**src/rtl/msq_pkg.sv**
```systemverilog
package msq_pkg;
  typedef enum logic {
    K_ACT  = 1'b0,
    K_IDLE = 1'b1
  } slot_kind_e;
endpackage

```
**src/rtl/msq_slot_timer.sv**
```systemverilog
module msq_slot_timer #(
  parameter int LEN_NORM = 12,
  parameter int LEN_FAST = 6,
  parameter int CNT_W    = 4
) (
  input  logic             clk,
  input  logic             rst_n,
  input  logic             run,
  input  logic             fast,
  output logic [CNT_W-1:0] cnt,
  output logic             last
);
  logic [CNT_W-1:0] cnt_d;
  logic [CNT_W-1:0] lim;

  always_comb begin
    lim  = fast ? CNT_W'(LEN_FAST - 1) : CNT_W'(LEN_NORM - 1);
    last = run && (cnt == lim);
    if (!run || last) cnt_d = '0;
    else              cnt_d = cnt + CNT_W'(1);
  end

  always_ff @(posedge clk or negedge rst_n) begin
    if (!rst_n) cnt <= '0;
    else        cnt <= cnt_d;
  end
endmodule

```
**src/rtl/msq_first_set.sv**
```systemverilog
module msq_first_set #(
  parameter int N     = 16,
  parameter int IDX_W = 4
) (
  input  logic [N-1:0]   mask,
  input  logic [IDX_W:0] from_idx,
  output logic           found,
  output logic [IDX_W-1:0] idx
);
  localparam int FW = IDX_W + 1;

  always_comb begin
    found = 1'b0;
    idx   = '0;
    for (int i = N - 1; i >= 0; i--) begin
      if (mask[i] && (FW'(i) >= from_idx)) begin
        found = 1'b1;
        idx   = IDX_W'(i);
      end
    end
  end
endmodule

```
**src/rtl/msq_popcount.sv**
```systemverilog
module msq_popcount #(
  parameter int N = 16,
  parameter int W = 5
) (
  input  logic [N-1:0] mask,
  output logic [W-1:0] count
);
  always_comb begin
    count = '0;
    for (int i = 0; i < N; i++) count = count + W'(mask[i]);
  end
endmodule

```
**src/rtl/meas_loop_seq.sv**
```systemverilog
module meas_loop_seq
  import msq_pkg::*;
#(
  parameter int NUM_CH   = 16,
  parameter int LEN_NORM = 12,
  parameter int LEN_FAST = 6,
  localparam int CH_W    = $clog2(NUM_CH)
) (
  input  logic              clk,
  input  logic              rst_n,
  input  logic [NUM_CH-1:0] cfg_chan_en,
  input  logic [NUM_CH-1:0] cfg_cell_use,
  input  logic              cfg_fast,
  input  logic [1:0]        cfg_speed,
  input  logic              adc_done,
  output logic              slot_start,
  output logic [CH_W-1:0]   slot_ch,
  output logic              slot_idle,
  output logic              loop_end,
  output logic              res_valid,
  output logic [CH_W-1:0]   res_ch,
  output logic              res_prot
);
  localparam int FROM_W  = CH_W + 1;
  localparam int POP_W   = $clog2(NUM_CH + 1);
  localparam int IDLE_W  = $clog2(3 * NUM_CH + 1);
  localparam int LEN_MAX = (LEN_NORM > LEN_FAST) ? LEN_NORM : LEN_FAST;
  localparam int CNT_W   = $clog2(LEN_MAX);

  // state registers
  logic              primed_q, primed_d;
  slot_kind_e        kind_q, kind_d;
  logic [CH_W-1:0]   cur_q, cur_d;
  logic [IDLE_W-1:0] idle_q, idle_d;
  logic [NUM_CH-1:0] lat_mask, lat_mask_d;
  logic [NUM_CH-1:0] lat_cell, lat_cell_d;
  logic              lat_fast, lat_fast_d;
  logic              got_q, got_d;
  logic              rv_q;
  logic [CH_W-1:0]   rch_q;
  logic              rprot_q;

  logic [CNT_W-1:0]  cnt;
  logic              slot_last;
  logic              nx_found, f_found;
  logic [CH_W-1:0]   nx_idx, f_idx;
  logic [POP_W-1:0]  pop;
  logic [IDLE_W-1:0] idle_tot;
  logic              loop_last, boundary, accept;

  msq_slot_timer #(.LEN_NORM(LEN_NORM), .LEN_FAST(LEN_FAST), .CNT_W(CNT_W)) u_timer (
    .clk(clk), .rst_n(rst_n), .run(primed_q), .fast(lat_fast),
    .cnt(cnt), .last(slot_last)
  );

  msq_first_set #(.N(NUM_CH), .IDX_W(CH_W)) u_next (
    .mask(lat_mask), .from_idx({1'b0, cur_q} + FROM_W'(1)),
    .found(nx_found), .idx(nx_idx)
  );

  msq_first_set #(.N(NUM_CH), .IDX_W(CH_W)) u_first (
    .mask(cfg_chan_en), .from_idx('0),
    .found(f_found), .idx(f_idx)
  );

  msq_popcount #(.N(NUM_CH), .W(POP_W)) u_pop (
    .mask(cfg_chan_en), .count(pop)
  );

  always_comb begin
    idle_tot  = IDLE_W'(cfg_speed) * IDLE_W'(pop);
    loop_last = ((kind_q == K_ACT)  && !nx_found && (idle_q == '0)) ||
                ((kind_q == K_IDLE) && (idle_q == IDLE_W'(1)));
    boundary  = !primed_q || (slot_last && loop_last);
    accept    = adc_done && primed_q && (kind_q == K_ACT) && !got_q;

    primed_d   = primed_q;
    kind_d     = kind_q;
    cur_d      = cur_q;
    idle_d     = idle_q;
    lat_mask_d = lat_mask;
    lat_cell_d = lat_cell;
    lat_fast_d = lat_fast;

    if (boundary) begin
      primed_d   = 1'b1;
      lat_mask_d = cfg_chan_en;
      lat_cell_d = cfg_cell_use;
      lat_fast_d = cfg_fast;
      if (f_found) begin
        kind_d = K_ACT;
        cur_d  = f_idx;
        idle_d = idle_tot;
      end else begin
        kind_d = K_IDLE;
        idle_d = IDLE_W'(1);
      end
    end else if (slot_last) begin
      if (kind_q == K_ACT) begin
        if (nx_found) cur_d = nx_idx;
        else          kind_d = K_IDLE;
      end else begin
        idle_d = idle_q - IDLE_W'(1);
      end
    end

    if (!primed_q || slot_last) got_d = 1'b0;
    else if (accept)            got_d = 1'b1;
    else                        got_d = got_q;
  end

  always_ff @(posedge clk or negedge rst_n) begin
    if (!rst_n) begin
      primed_q <= 1'b0;
      kind_q   <= K_ACT;
      cur_q    <= '0;
      idle_q   <= '0;
      lat_mask <= '0;
      lat_cell <= '0;
      lat_fast <= 1'b0;
      got_q    <= 1'b0;
    end else begin
      primed_q <= primed_d;
      kind_q   <= kind_d;
      cur_q    <= cur_d;
      idle_q   <= idle_d;
      lat_mask <= lat_mask_d;
      lat_cell <= lat_cell_d;
      lat_fast <= lat_fast_d;
      got_q    <= got_d;
    end
  end

  // result capture, enabled by an accepted done
  always_ff @(posedge clk or negedge rst_n) begin
    if (!rst_n) begin
      rv_q    <= 1'b0;
      rch_q   <= '0;
      rprot_q <= 1'b0;
    end else begin
      rv_q <= accept;
      if (accept) begin
        rch_q   <= cur_q;
        rprot_q <= lat_cell[cur_q];
      end
    end
  end

  assign slot_start = primed_q && (kind_q == K_ACT) && (cnt == '0);
  assign slot_idle  = primed_q && (kind_q == K_IDLE);
  assign slot_ch    = cur_q;
  assign loop_end   = primed_q && slot_last && loop_last;
  assign res_valid  = rv_q;
  assign res_ch     = rch_q;
  assign res_prot   = rprot_q;
endmodule

```
**config.mk**
```make
export PLATFORM = sky130hd
export DESIGN_NAME = meas_loop_seq
export DESIGN_NICKNAME = d
export VERILOG_FILES = /design/src/rtl/msq_pkg.sv /design/src/rtl/msq_slot_timer.sv /design/src/rtl/msq_first_set.sv /design/src/rtl/msq_popcount.sv /design/src/rtl/meas_loop_seq.sv
export SDC_FILE = /design/constraint.sdc
export NUM_CORES = 1
export LEC_CHECK = 0
export BUFFER_PORTS_ARGS = -buffer_cell sky130_fd_sc_hd__buf_2
export CAP_MARGIN = 20
export CORE_MARGIN = 2
export CORE_UTILIZATION = 59
export CTS_CLUSTER_SIZE = 40
export DETAILED_ROUTE_END_ITERATION = 6
export HOLD_SLACK_MARGIN = 0.02
export PLACE_DENSITY = 0.8
export SLEW_MARGIN = 40
export SYNTH_ARGS = -nofsm -noshare
export SYNTH_HDL_FRONTEND = slang
export SYNTH_SLANG_ARGS = --single-unit
export TNS_END_PERCENT = 1
```
**constraint.sdc**
```tcl
create_clock -name clk -period 5.07 [get_ports clk]
set_clock_uncertainty 0.05 [all_clocks]
set_input_delay 1.2675 -clock clk [delete_from_list [all_inputs] [get_ports clk]]
set_output_delay 1.2675 -clock clk [all_outputs]
set_load 0.01 [all_outputs]
```
# After elaboration in Yosys (flattened, before gate mapping)

Cells that the tools add are included.

Mux-type cells: 84
Multiply operators: 1
Bitwise operators: 1
Magnitude comparators: 17
Equal/unequal tests: 4
Reductions and logical operators: 43
Add/subtract/negate cells: 18

Operators by type and width:

| operator            | count |
|---|---|
| $mux 4              | 39 |
| $add 5x1->5         | 14 |
| $ge 4x5->1 const A  | 8 |
| $mux 1              | 40 |
| $logic_and 1x1->1   | 29 |
| $mux 6              | 4 |
| $ge 3x5->1 const A  | 4 |
| $ge 1x5->1 const A  | 2 |
| $ge 2x5->1 const A  | 2 |
| $reduce_bool 2->1   | 4 |
| $eq 6x1->1 const B  | 1 |
| $logic_not 6->1     | 1 |
| $mul 2x5->6         | 1 |
| $sub 6x1->6 const B | 1 |
| $add 4x1->5 const B | 1 |
| $lt 4x5->1 const B  | 1 |
| $add 4x1->4 const B | 1 |
| $bmux 1 s4          | 1 |
| $eq 4x4->1          | 1 |
| $logic_not 4->1     | 1 |
| $reduce_and 4->1    | 1 |
| $logic_not 1->1     | 3 |
| $logic_or 1x1->1    | 3 |
| $add 1x1->2         | 1 |
| other kinds (4)     | 4 |

Output and inout port bits: 13
Input port bits: 38
Logic and storage cells: 180
Register bits: 56

# Longest topological paths before layout

Gate-level depths: netlist of the first run.

Depth after elaboration: 27
Gate-level depth with buffers: 18

# Hierarchy

From an unflattened synthesis of the first run, not the netlist that was laid out.

Cell total of the unflattened synthesis: 424
Area, all modules: 4,244.1 um^2

Modules (own cells, without submodules):

| module         | instances | area an instance (um^2) | cells an instance |
|---|---|---|---|
| meas_loop_seq  | 1         | 2,670.1                 | 205 |
| msq_first_set  | 2         | 479.2                   | 77 |
| msq_popcount   | 1         | 407.9                   | 47 |
| msq_slot_timer | 1         | 207.7                   | 18 |

# Least setup slack after synthesis of the first run

No wires, ideal clock.

Kind: input to register
Start point: input port cfg_chan_en[0]
End point: register idle_q[5]
Setup slack: -0.807 ns
Stages: 16
Library setup time: 0.124 ns
Arrival: 5.703 ns
Cells stage by stage: ha_1 -> inv_1 -> fa_1 -> fa_1 -> fa_1 -> fa_1 -> fa_1 -> fa_1 -> xnor2_1 -> and2_1 -> fa_1 -> a21o_1 -> a21oi_1 -> xnor2_1 -> nor4_1 -> a211o_1

Cells in the longest elaborated chain, start to end: 18

Ends and longest elaborated chain:

| item                       | line                 | source |
|---|---|---|
| start, declared            | meas_loop_seq.sv:11  | `input logic [NUM_CH-1:0] cfg_chan_en,` |
| $add 1x1->2                | msq_popcount.sv:10   | `for (int i = 0; i < N; i++) count = count + W'(mask[i]);` |
| $add 5x1->5 (14 in series) | msq_popcount.sv:10   |  |
| $mul 2x5->6                | meas_loop_seq.sv:71  | `idle_tot = IDLE_W'(cfg_speed) * IDLE_W'(pop);` |
| $mux 6 (*)                 | meas_loop_seq.sv:90  | `if (f_found) begin` |
| $mux 6 (*)                 | meas_loop_seq.sv:85  | `if (boundary) begin` |
| end signal, assigned       | meas_loop_seq.sv:126 | `idle_q <= idle_d;` |
| end, declared              | meas_loop_seq.sv:34  | `logic [IDLE_W-1:0] idle_q, idle_d;` |

Every way passes the cells marked *; elsewhere a longest branch is shown, timed or not.
A chain may end at the register's enable or synchronous reset.

# Final worst setup path of the first run

Start point: input port cfg_chan_en[1]
End point: register idle_q[5]

The elaborated chain is that of the path after synthesis.

==> summary.md, run 1 <==
| Metric | Value |
|---|---|
| Status | `finished with violations` |
| Failing checks | `setup timing` |
| Worst-path fanout max | `2` |
| Gr usage total | `24.5%` |
| Leak | `2.18 nW` |
| Syn-to-layout area delta | `14.6%` |
| XOR/XNOR Fraction of Synth Area | `approximately 1.7%` |
| Drt pass-1 iters | `4` |
| Crit path to | `idle_q[5]` |
| Number of global-route vias before repair | `approximately 3200` |
| Post-DP HPWL | `6790 um` |
| Avg WL per Cell | `15.5 um` |
| DRC viols | `0` |
| Async SR Flop Fraction | `100%` |
| IO Pins | `51` |
| Unrepaired setup endpoints after global routing | `yes` |
| Largest family of logic cells by synthesized area | `compound AO/OA/AOI/OAI gates` |
| Leading area contributor after synthesis | `dfrtp_1` |
| Crit. End Element | `register` |
| # clock sinks | `56` |
| Synthesized cell area | `4080 um2` |
| Clk slew on worst S/H paths | `roughly 0.11 ns` |
| Post-synthesis sequential area ratio | `around a third` |
| Fmax | `179 MHz` |
| Cell mode on critical path | `fa_1` |
| Worst EP required | `5.24 ns` |
| Worst r2r src | `slot_ch[1]` |
| Share of post-route cells with drive strength above 1 | `28.6%` |
| Port Buffer Count | `50` |
| Hold WS | `0.461 ns` |
| RePlAce Congestion | `~0.98` |
| Crit path launch type | `input pin` |
| Post-synthesis cell type count | `64` |
| Inserted Diodes | `0` |
| CP max-delay cell | `fa_2` |
| Met3 wire length | `around 310 um` |
| Worst path cell trace | `buf_8 -> ha_4 -> inv_2 -> fa_1 -> fa_1 -> fa_1 -> fa_1 -> fa_2 -> fa_2 -> nor2b_2 -> ha_2 -> fa_2 -> a21o_1 -> a21oi_2 -> xnor2_1 -> nor4_1 -> a211o_1` |
| Register area | `1400 um2` |
| Maximum VDD drop | `0.000340 V` |
| H-tree level count | `2` |
| Final period utilization | `110%` |
| #FFs+latches synth | `56` |
| CTS buffer count | `5` |
| Post-detailed-routing wire length | `8830 um` |
| R2R Setup Slk | `between 1 and 1.5 ns` |
| Routed via count | `3337` |
| Slew Viols, Final | `0` |
| Drt via density | `5.85` |
| Die Wd | `87.1 um` |
| Multiplexer area fraction after synthesis | `~13%` |
| TritonCTS clock tree | `yes` |
| Multi-input combinational cell area | `2470 um2` |
| Hold Path Class | `register to register` |
| EDFF count, synth | `0` |
| Simple-gate share of the synthesized area | `around 17%` |
| Top Layer Used | `met4` |
| Primary FF master, synth | `dfrtp_1` |
| Post-synthesis compound-gate area fraction | `17.2%` |
| Ys Warns | `0` |
| CTS root buf | `clkbuf_8` |
| Initial core utilization | `roughly 60%` |
| Met1 wire length | `a little over 4000 um` |
| Final #Nets | `between 500 and 600` |
| Synth top area share | `34.4%` |
| Syn Nets | `491` |
| R2R depth | `9` |
| Slew @ Worst Pin | `a little under 0.8 ns` |
| # rows | `30` |
| CORE AREA | `around 6800 um2` |
| Synthesized area per cell | `between 9 and 10 um2` |
| Gate Count Post-Synth | `roughly 430` |
| Fillers | `535` |
| Final Worst Setup Slack | `-0.525 ns` |
| Max-cap violation count | `0` |
| Slew HR | `about 49%` |
| Pwr Density | `437 nW/um2` |
| CTS Buffer Depth | `2` |
| Crit path from | `cfg_chan_en[1]` |
| DR iter-0 viols | `around 160` |
| Area contributors post-synth | `dfrtp_1 (34%), mux2_2 (8.0%), fa_1 (5.4%), ha_1 (5.2%), inv_1 (3.5%)` |
| Buffers inserted by post-CTS timing repair | `0` |
| Adder and majority gate portion of the synthesized area | `10.6%` |
| Fin. Hold Viols | `0` |
| CP peak stage delay | `0.55 ns` |
| Die area | `7590 um2` |
| Overflow after GRT | `0` |
| Worst Path Arrival | `5.77 ns` |
| Largest net degree at the start of global routing | `66` |
| Tmin final | `approximately 5.6 ns` |
| First-pass GRT wire length | `14800 um` |
| Height of the die | `about 87 um` |
| Antenna violations before repair | `0` |
| Clock latency on the worst-skew pair | `0.32 ns` |
| Antenna-violating nets left | `0` |
| CP Class | `input pin to register` |
| Routed wire length on met2 | `4330 um` |
| Post-route setup TNS | `-1.68 ns` |
| Reg-to-reg endpoint | `slot_ch[2]` |
| Setup violators final | `4` |
-- sequential cells by signal, indices dropped and copies added, names as in the netlist --
register and count:
idle_q 6, got_q 1, u_timer.cnt 4, kind_q 1, lat_mask 16, lat_cell 16, res_ch 4, lat_fast 1
res_prot 1, slot_ch 4, primed_q 1, res_valid 1
-- cells in the mapped netlist (11+ instances only) --
master / count
nor2b_1: 11
nand2_1: 34
ha_1: 17
a21oi_1: 24
fa_1: 11
o21ai_0: 27
buf_2: 13
inv_1: 38
dfrtp_1: 56
nor2_1: 23
mux2_2: 29
-- cell type report --
| class | count | area share, % |
|---|---|---|
| Timing Repair Buffer | 76 | 9.88 |
| Sequential cell | 56 | 30.0 |
| Inverter | 39 | 3.13 |
| Clock inverter | 3 | 0.562 |
| Multi-Input combinational cell | 311 | 52.8 |
| Clock buffer | 5 | 1.47 |
| Tap cell | 80 | 2.14 |
-- power breakdown --
group          total (mW)  switching, mW  leakage [nW]  internal (mW)
combinational        1.14          0.576          1.45          0.563
clock               0.257          0.156        0.0423          0.101
sequential          0.646          0.117         0.682          0.528
total                2.04          0.850          2.18           1.19
-- layout by cell type, fill, tap and decap left out, types with 5 or more instances in the layout --
master and n:
fa_1 8, nand2b_1 6, o21ai_0 26, inv_1 37, and2_1 6, nor2_1 23, a21o_1 7, buf_4 26
mux2_2 29, a21oi_1 23, dfrtp_1 55, buf_2 48, nor2b_1 9, nand3_1 8, nand2_1 34, clkbuf_8 5
ha_1 14, xnor2_1 5, mux2i_1 8, mux4_2 5, o21ai_1 5, nor4_1 5
-- what timing repair did --
item	in CTS	in global routing
pin swaps	2	2
endpoints found under the setup margin	5	6
gates resized for setup	9	4
hold buffers	0	0
-- cell families after synthesis --
| kind of cell | after synthesis |
|---|---|
| adders and majority gates | 28 |
| DFF | 56 |
| other | 1 |
| buffers and inverters | 58 |
| muxes | 42 |
| AOI/OAI and AO/OA | 106 |
| xor gates and xnor gates | 8 |
| and+or+nand+nor | 126 |
-- through the flow --
step	instance area, um2	utilization, %	setup slack (ns)	power [mW]	instances
floorplan	4090	-	-0.692	1.47	425
global placement	4520	66.9	-0.869	1.70	562
finish	4670	69.2	-0.525	2.04	570
global route	4670	69.2	-0.703	2.22	570
detailed placement	4530	67.0	-0.941	1.74	562
CTS	4660	69.0	-0.524	2.04	570
-- layer usage --
layer  track usage, %  up-vias
met5                0        -
met4             6.85        0
met3             3.60       12
met2             42.5       81
met1             32.0     1610
li1                 -     1634
-- worst max-delay path, delay by kind of cell --
family	cells	cell delay, ns
compound gates	3	0.56
xor+xnor	1	0.12
fa+ha+maj	9	3.57
buf+inv	2	0.13
simple gates	2	0.11
-- how the worst min path moves through the flow --
stage,slack (ns),to,start,cells after the start
CTS,0.46,res_ch[2],res_ch[2],1
global placement,0.42,lat_mask[10],lat_mask[10],2
global route,0.49,res_prot,res_prot,1
floorplan,0.39,lat_mask[11],lat_mask[11],2
finish,0.46,res_prot,res_prot,1
detailed placement,0.44,lat_mask[15],lat_mask[15],2
Power figures use the tool's default switching activity.
==> run 2, diff against run 1 <==
--- a/config.mk
+++ b/config.mk
@@ -5,14 +5,14 @@
 export SDC_FILE = /design/constraint.sdc
 export NUM_CORES = 1
 export LEC_CHECK = 0
-export BUFFER_PORTS_ARGS = -buffer_cell sky130_fd_sc_hd__buf_2
 export CAP_MARGIN = 20
 export CORE_MARGIN = 2
-export CORE_UTILIZATION = 59
+export CORE_UTILIZATION = 60
 export CTS_CLUSTER_SIZE = 40
 export DETAILED_ROUTE_END_ITERATION = 6
+export DONT_BUFFER_PORTS = 1
 export HOLD_SLACK_MARGIN = 0.02
-export PLACE_DENSITY = 0.8
+export PLACE_DENSITY = 0.75
 export SLEW_MARGIN = 40
 export SYNTH_ARGS = -nofsm -noshare
 export SYNTH_HDL_FRONTEND = slang
==> run 2 against run 1 <==
The run still ends with setup timing left. Final area shrank 7.7%. Utilization is 4.6 points lower. Clock power rose by 4%. Largest power group unchanged. Routed wire length decreased by 1.9%. Critical path type unchanged. Critical path depth is 1 lower.
==> summary.md, run 2 (synthesis results as in run 1) <==
| Metric | Value |
|---|---|
| Port Buffer Count | `0` |
| Buffers inserted by post-CTS timing repair | `0` |
| DR iter-0 viols | `217` |
| Worst EP required | `5.23 ns` |
| Fin. Hold Viols | `0` |
| Drt pass-1 iters | `4` |
| Status | `finished with violations` |
| Slew @ Worst Pin | `0.839 ns` |
| Cell Count, Final, Fillers Out | `508` |
| Hold Path Class | `register to register` |
| Failing checks | `setup timing` |
| Post-detailed-routing wire length | `approximately 8700 um` |
| Height of the die | `86.4 um` |
| CTS Buffer Depth | `2` |
| Pwr Density | `~460 nW/um2` |
| Commonest non-fill, non-tap cell in the layout | `dfrtp_1` |
| Setup violators final | `4` |
| Slew Viols, Final | `0` |
| Largest net degree at the start of global routing | `66` |
| Number of global-route vias before repair | `around 3100` |
| Share of post-route cells with drive strength above 1 | `around 18%` |
| Syn-to-layout area delta | `5.77%` |
| Clock latency on the worst-skew pair | `0.32 ns` |
| DRC viols | `0` |
| Fmax | `181 MHz` |
| Crit. End Element | `register` |
| Worst Path Arrival | `5.68 ns` |
| Final period utilization | `109%` |
| Final Worst Setup Slack | `-0.446 ns` |
| Avg WL per Cell | `about 17 um` |
| Tmin final | `between 5 and 6 ns` |
| # clock sinks | `56` |
| IO Pins | `between 50 and 60` |
| Die Wd | `roughly 86 um` |
| Drt via density | `between 6 and 7` |
| Inserted Diodes | `0` |
| Post-DP HPWL | `6460 um` |
| Worst-path fanout max | `5` |
| Slew HR | `44.0%` |
| CTS root buf | `clkbuf_8` |
| Routed via count | `3115` |
| Met3 GRT Util | `3.81%` |
| Unrepaired setup endpoints after global routing | `yes` |
| Initial core utilization | `about three fifths` |
| Hold WS | `0.458 ns` |
| Fillers | `579` |
| Max-cap violation count | `0` |
| Final #Nets | `493` |
| Clk slew on worst S/H paths | `roughly 0.1 ns` |
| R2R depth | `9` |
| Most frequent cells in the layout | `dfrtp_1 (56), inv_1 (37), nand2_1 (34)` |
| First-pass GRT wire length | `about 15000 um` |
| Antenna violations before repair | `0` |
| Met2 track demand over resource | `between 30% and 40%` |
| CORE AREA | `between 6000 and 7000 um2` |
| Overflow after GRT | `0` |
| Crit path launch type | `input pin` |
| Met1 Use GR | `between 30 and 40%` |
| # rows | `30` |
| TritonCTS clock tree | `yes` |
| Inst Count DP | `500` |
| Util after Layout | `64.6%` |
| H-tree level count | `2` |
| CTS buffer count | `5` |
| Grt peak-use layer | `met2` |
| Worst hold path cell count | `1` |
| Leak | `1.92 nW` |
| RePlAce Congestion | `0.961` |
| Largest regs | `lat_cell: 16 flops, lat_mask: 16 flops, idle_q: 6 flops` |
| Maximum VDD drop | `0.000246 V` |
| Antenna-violating nets left | `0` |
| CP Class | `input pin to register` |
| Gr usage total | `24.6%` |
| Die area | `about 7500 um2` |
==> run 2: changes by cell type in the layout (fill, tap and decap cells not counted), moves of 2 or more <==
cell,delta
buf_2,-48
buf_4,-12
clkinvlp_4,-2
inv_6,+2
nor2b_1,+2
==> run 2: layout make-up <==
type | instances | area [um2] | share of cell area [%]
multi-input combinational | 311 | 2460 | 57.1
sequential | 56 | 1400 | 32.5
inverter | 39 | 146 | 3.39
timing repair buffer | 14 | 105 | 2.44
tap | 80 | 100 | 2.32
clock buffer | 5 | 68.8 | 1.60
clock inverter | 3 | 28.8 | 0.667
==> run 2: critical path, stage by stage <==
cell     delay, ns
ha_4          0.25
inv_2         0.03
fa_1          0.50
fa_1          0.44
fa_1          0.53
fa_1          0.43
fa_2          0.37
fa_2          0.54
nor2b_1       0.05
ha_2          0.18
fa_2          0.34
a21o_1        0.17
a21oi_2       0.14
xnor2_1       0.13
nor4_1        0.07
a211o_1       0.25
==> run 2: routing by layer <==
metal | share of wire, % | vias up | wire (um)
met5 | 0 | - | 0
met4 | 1.1 | 0 | 99
met3 | 3.7 | 9 | 318
met2 | 48 | 72 | 4160
met1 | 47 | 1527 | 4090
li1 | - | 1507 | -
==> run 2: stage by stage <==
stage                     TNS (ns)  setup slack (ns)  total power [mW]  cell area (um2)
after global placement       -2.84            -0.794              1.64             4180
after floorplan              -2.11            -0.692              1.47             4090
after CTS                    -1.20            -0.462              1.96             4300
final                        -1.14            -0.446              1.98             4310
after global routing         -1.77            -0.613              2.14             4310
after detailed placement     -3.14            -0.877              1.68             4190
==> run 2: path summary, 6_finish.rpt <==
| path | start | to | slack, ns |
|---|---|---|---|
| max in group asynchronous | rst_n | lat_mask[14] | 4.27 |
| worst max-delay path | cfg_chan_en[1] | idle_q[5] | -0.45 |
| worst min register to register | u_timer.cnt[0] | u_timer.cnt[0] | 0.46 |
| worst max register to register | slot_ch[0] | slot_ch[2] | 1.20 |
| min in group asynchronous | rst_n | u_timer.cnt[3] | 0.58 |
| worst min-delay path | u_timer.cnt[0] | u_timer.cnt[0] | 0.46 |
==> run 2: repair_timing <==
action / 4_1_cts / 5_1_grt
hold buffers: 0 / 0
hold endpoints to repair: 0 / 0
setup endpoints to repair: 4 / 5
pin swaps: 3 / 0
resized for setup: 4 / 3
==> run 2: power by group <==
part	switching (mW)	internal (mW)	total (mW)	leakage (nW)
logic	0.560	0.503	1.06	1.18
clock network	0.164	0.105	0.268	0.0511
registers	0.117	0.528	0.645	0.683
total	0.841	1.14	1.98	1.92
==> run 3, diff against run 2 <==
==> constraint.sdc (replaced) <==
create_clock -name clk -period 5.95 [get_ports clk]
set_clock_uncertainty 0.05 [all_clocks]
set_input_delay 1.4875 -clock clk [delete_from_list [all_inputs] [get_ports clk]]
set_output_delay 1.4875 -clock clk [all_outputs]
set_load 0.01 [all_outputs]
==> run 3 against run 2 <==
The flow now finishes without violations. Routed wire length increased by 0.57%. Hold slack lost 0.0044 ns. Sequential power decreased by 13%. Clock-buffer cell count did not move. Global-route usage up 0.41 points. Sequential share of layout area is 0.73 points higher. Setup slack improved by 0.62 ns. Critical path type unchanged. Largest cell class unchanged.
==> summary.md, run 3 (synthesis results as in run 1) <==
| Metric | Value |
|---|---|
| # clock sinks | `56` |
| Placed Area | `4120 um2` |
| Commonest non-fill, non-tap cell in the layout | `dfrtp_1` |
| Largest regs | `lat_cell: 16 flops, lat_mask: 16 flops, idle_q: 6 flops` |
| Drt via density | `6.19` |
| Final period utilization | `97.2%` |
| Cell mode on critical path | `fa_1` |
| Crit path launch type | `input pin` |
| Fmax | `between 150 and 200 MHz` |
| Post-route setup TNS | `0 ns` |
| Critical path buffers and inverters | `1` |
| Crit path from | `cfg_chan_en[0]` |
| Largest net degree at the start of global routing | `66` |
| Fillers | `577` |
| Sw frac | `42.8%` |
| Share of post-route cells with drive strength above 1 | `14.8%` |
| Sequential Power Share | `33.6%` |
| CP Class | `input pin to register` |
| TritonCTS clock tree | `yes` |
| Worst path cell trace | `ha_1 -> inv_1 -> fa_1 -> fa_1 -> fa_1 -> fa_1 -> fa_2 -> fa_2 -> nor2b_1 -> ha_2 -> fa_2 -> a21o_1 -> a21oi_2 -> xnor2_1 -> nor4_1 -> a211o_1` |
| First-pass GRT wire length | `14600 um` |
| Routed via count | `3091` |
| Fin area | `around 4200 um2` |
| Net Switching | `approximately 0.7 mW` |
| DR iter-0 viols | `202` |
| CP max-delay cell | `fa_1` |
| Worst r2r src | `slot_ch[0]` |
| Post-detailed-routing wire length | `8720 um` |
| Tmin final | `5.78 ns` |
| Fin. Hold Viols | `0` |
| Number of global-route vias before repair | `3079` |
| Die Wd | `86.4 um` |
| Crit. End Element | `register` |
| Die area | `7470 um2` |
| CTS Buffer Depth | `2` |
| RePlAce Congestion | `0.926` |
| # hold bufs at CTS | `0` |
| Antenna-violating nets left | `0` |
| Port Buffer Count | `0` |
| Avg WL per Cell | `17.5 um` |
| CTS root buf | `clkbuf_8` |
| Slew @ Worst Pin | `a little over 0.8 ns` |
| Multi-input combinational cell area | `2430 um2` |
| Antenna violations before repair | `0` |
| Final #Nets | `484` |
| CP peak stage delay | `0.54 ns` |
| Comb pwr share | `a little over half` |
| # rows | `30` |
| Hold_sp | `lat_mask[10]` |
| Power share of the clock group | `13.7%` |
| Leak | `1.87 nW` |
| Pwr Density | `395 nW/um2` |
| IO Pins | `roughly 50` |
| Overflow after GRT | `0` |
| Most frequent cells in the layout | `dfrtp_1 (56), inv_1 (38), nand2_1 (34)` |
| Status | `finished, final reports clean` |
| Internal power | `0.954 mW` |
| Initial core utilization | `approximately three fifths` |
| Worst EP required | `around 6 ns` |
| Worst-path fanout max | `5` |
| H-tree level count | `2` |
| DRC viols | `0` |
| Maximum VDD drop | `0.000224 V` |
| Unrepaired setup endpoints after global routing | `no` |
| Setup violators final | `0` |
| Cell Count, Final, Fillers Out | `about 500` |
| Slew HR | `45.4%` |
| CORE AREA | `between 6000 and 7000 um2` |
| Clock latency on the worst-skew pair | `0.32 ns` |
| Hold WS | `around 0.45 ns` |
| Gr usage total | `25.0%` |
| Drt pass-1 iters | `5` |
| Max-cap violation count | `0` |
| Slew Viols, Final | `0` |
| Inst Count DP | `491` |
| Height of the die | `86.4 um` |
| Post-DP HPWL | `6630 um` |
| Util after Layout | `63.1%` |
| Hold Path Class | `register to register` |
| Syn-to-layout area delta | `3.44%` |
| Clk slew on worst S/H paths | `0.11 ns` |
| Buffers inserted by post-CTS timing repair | `0` |
| Worst Path Arrival | `5.95 ns` |
| Inserted Diodes | `0` |
| CTS buffer count | `5` |
| CP top delay family | `adder cells` |
| Register area | `1400 um2` |
==> run 3: area by class of cell <==
type / count / share of cell area [%]
inverter: 39 / 3.47
timing repair buffer: 5 / 0.890
multi-input combinational: 311 / 57.7
sequential: 56 / 33.2
clock inverter: 3 / 0.682
clock buffer: 5 / 1.63
tap: 80 / 2.37
==> run 3: worst min-delay path, cell delays in order, from the launching register on <==
cell	delay (ns)
dfrtp_1	0.37
nand2_1	0.05
o21ai_0	0.06
==> run 3: what timing repair did <==
action,in CTS,in global routing
endpoints found under the hold margin,0,0
resized for setup,0,1
setup endpoints to repair,0,1
==> run 3: worst paths after layout <==
check                                    end  slack [ns]  depth (start not counted)
worst max-delay path               idle_q[5]        0.17                         16
worst min-delay path            lat_mask[10]        0.45                          2
worst max register to register    slot_ch[2]        1.82                          9
worst min register to register  lat_mask[10]        0.45                          2
max in group asynchronous        lat_cell[3]        4.95                          0
min in group asynchronous          idle_q[5]        0.80                          0
==> run 3: per-layer routing <==
metal	vias up	GRT usage, %	routed length (um)
li1	1494	-	-
met3	16	4.19	496
met2	109	38.3	4040
met1	1472	36.0	3980
met5	-	0	0
met4	0	9.09	202
==> run 3: power groups by stage <==
stage | combinational [mW] | clock [mW] | sequential [mW]
after floorplan | 0.732 | 0 | 0.517
after global placement | 0.835 | 0 | 0.564
after detailed placement | 0.869 | 0 | 0.568
after CTS | 0.873 | 0.235 | 0.560
after global routing | 0.983 | 0.251 | 0.574
final | 0.879 | 0.229 | 0.560
==> run 3: stage by stage <==
| stage | setup WS, ns | power, mW |
|---|---|---|
| floorplan | -0.0319 | 1.25 |
| global route | 0.0197 | 1.81 |
| finish | 0.169 | 1.67 |
| CTS | 0.119 | 1.67 |
| global placement | -0.132 | 1.40 |
| detailed placement | -0.222 | 1.44 |
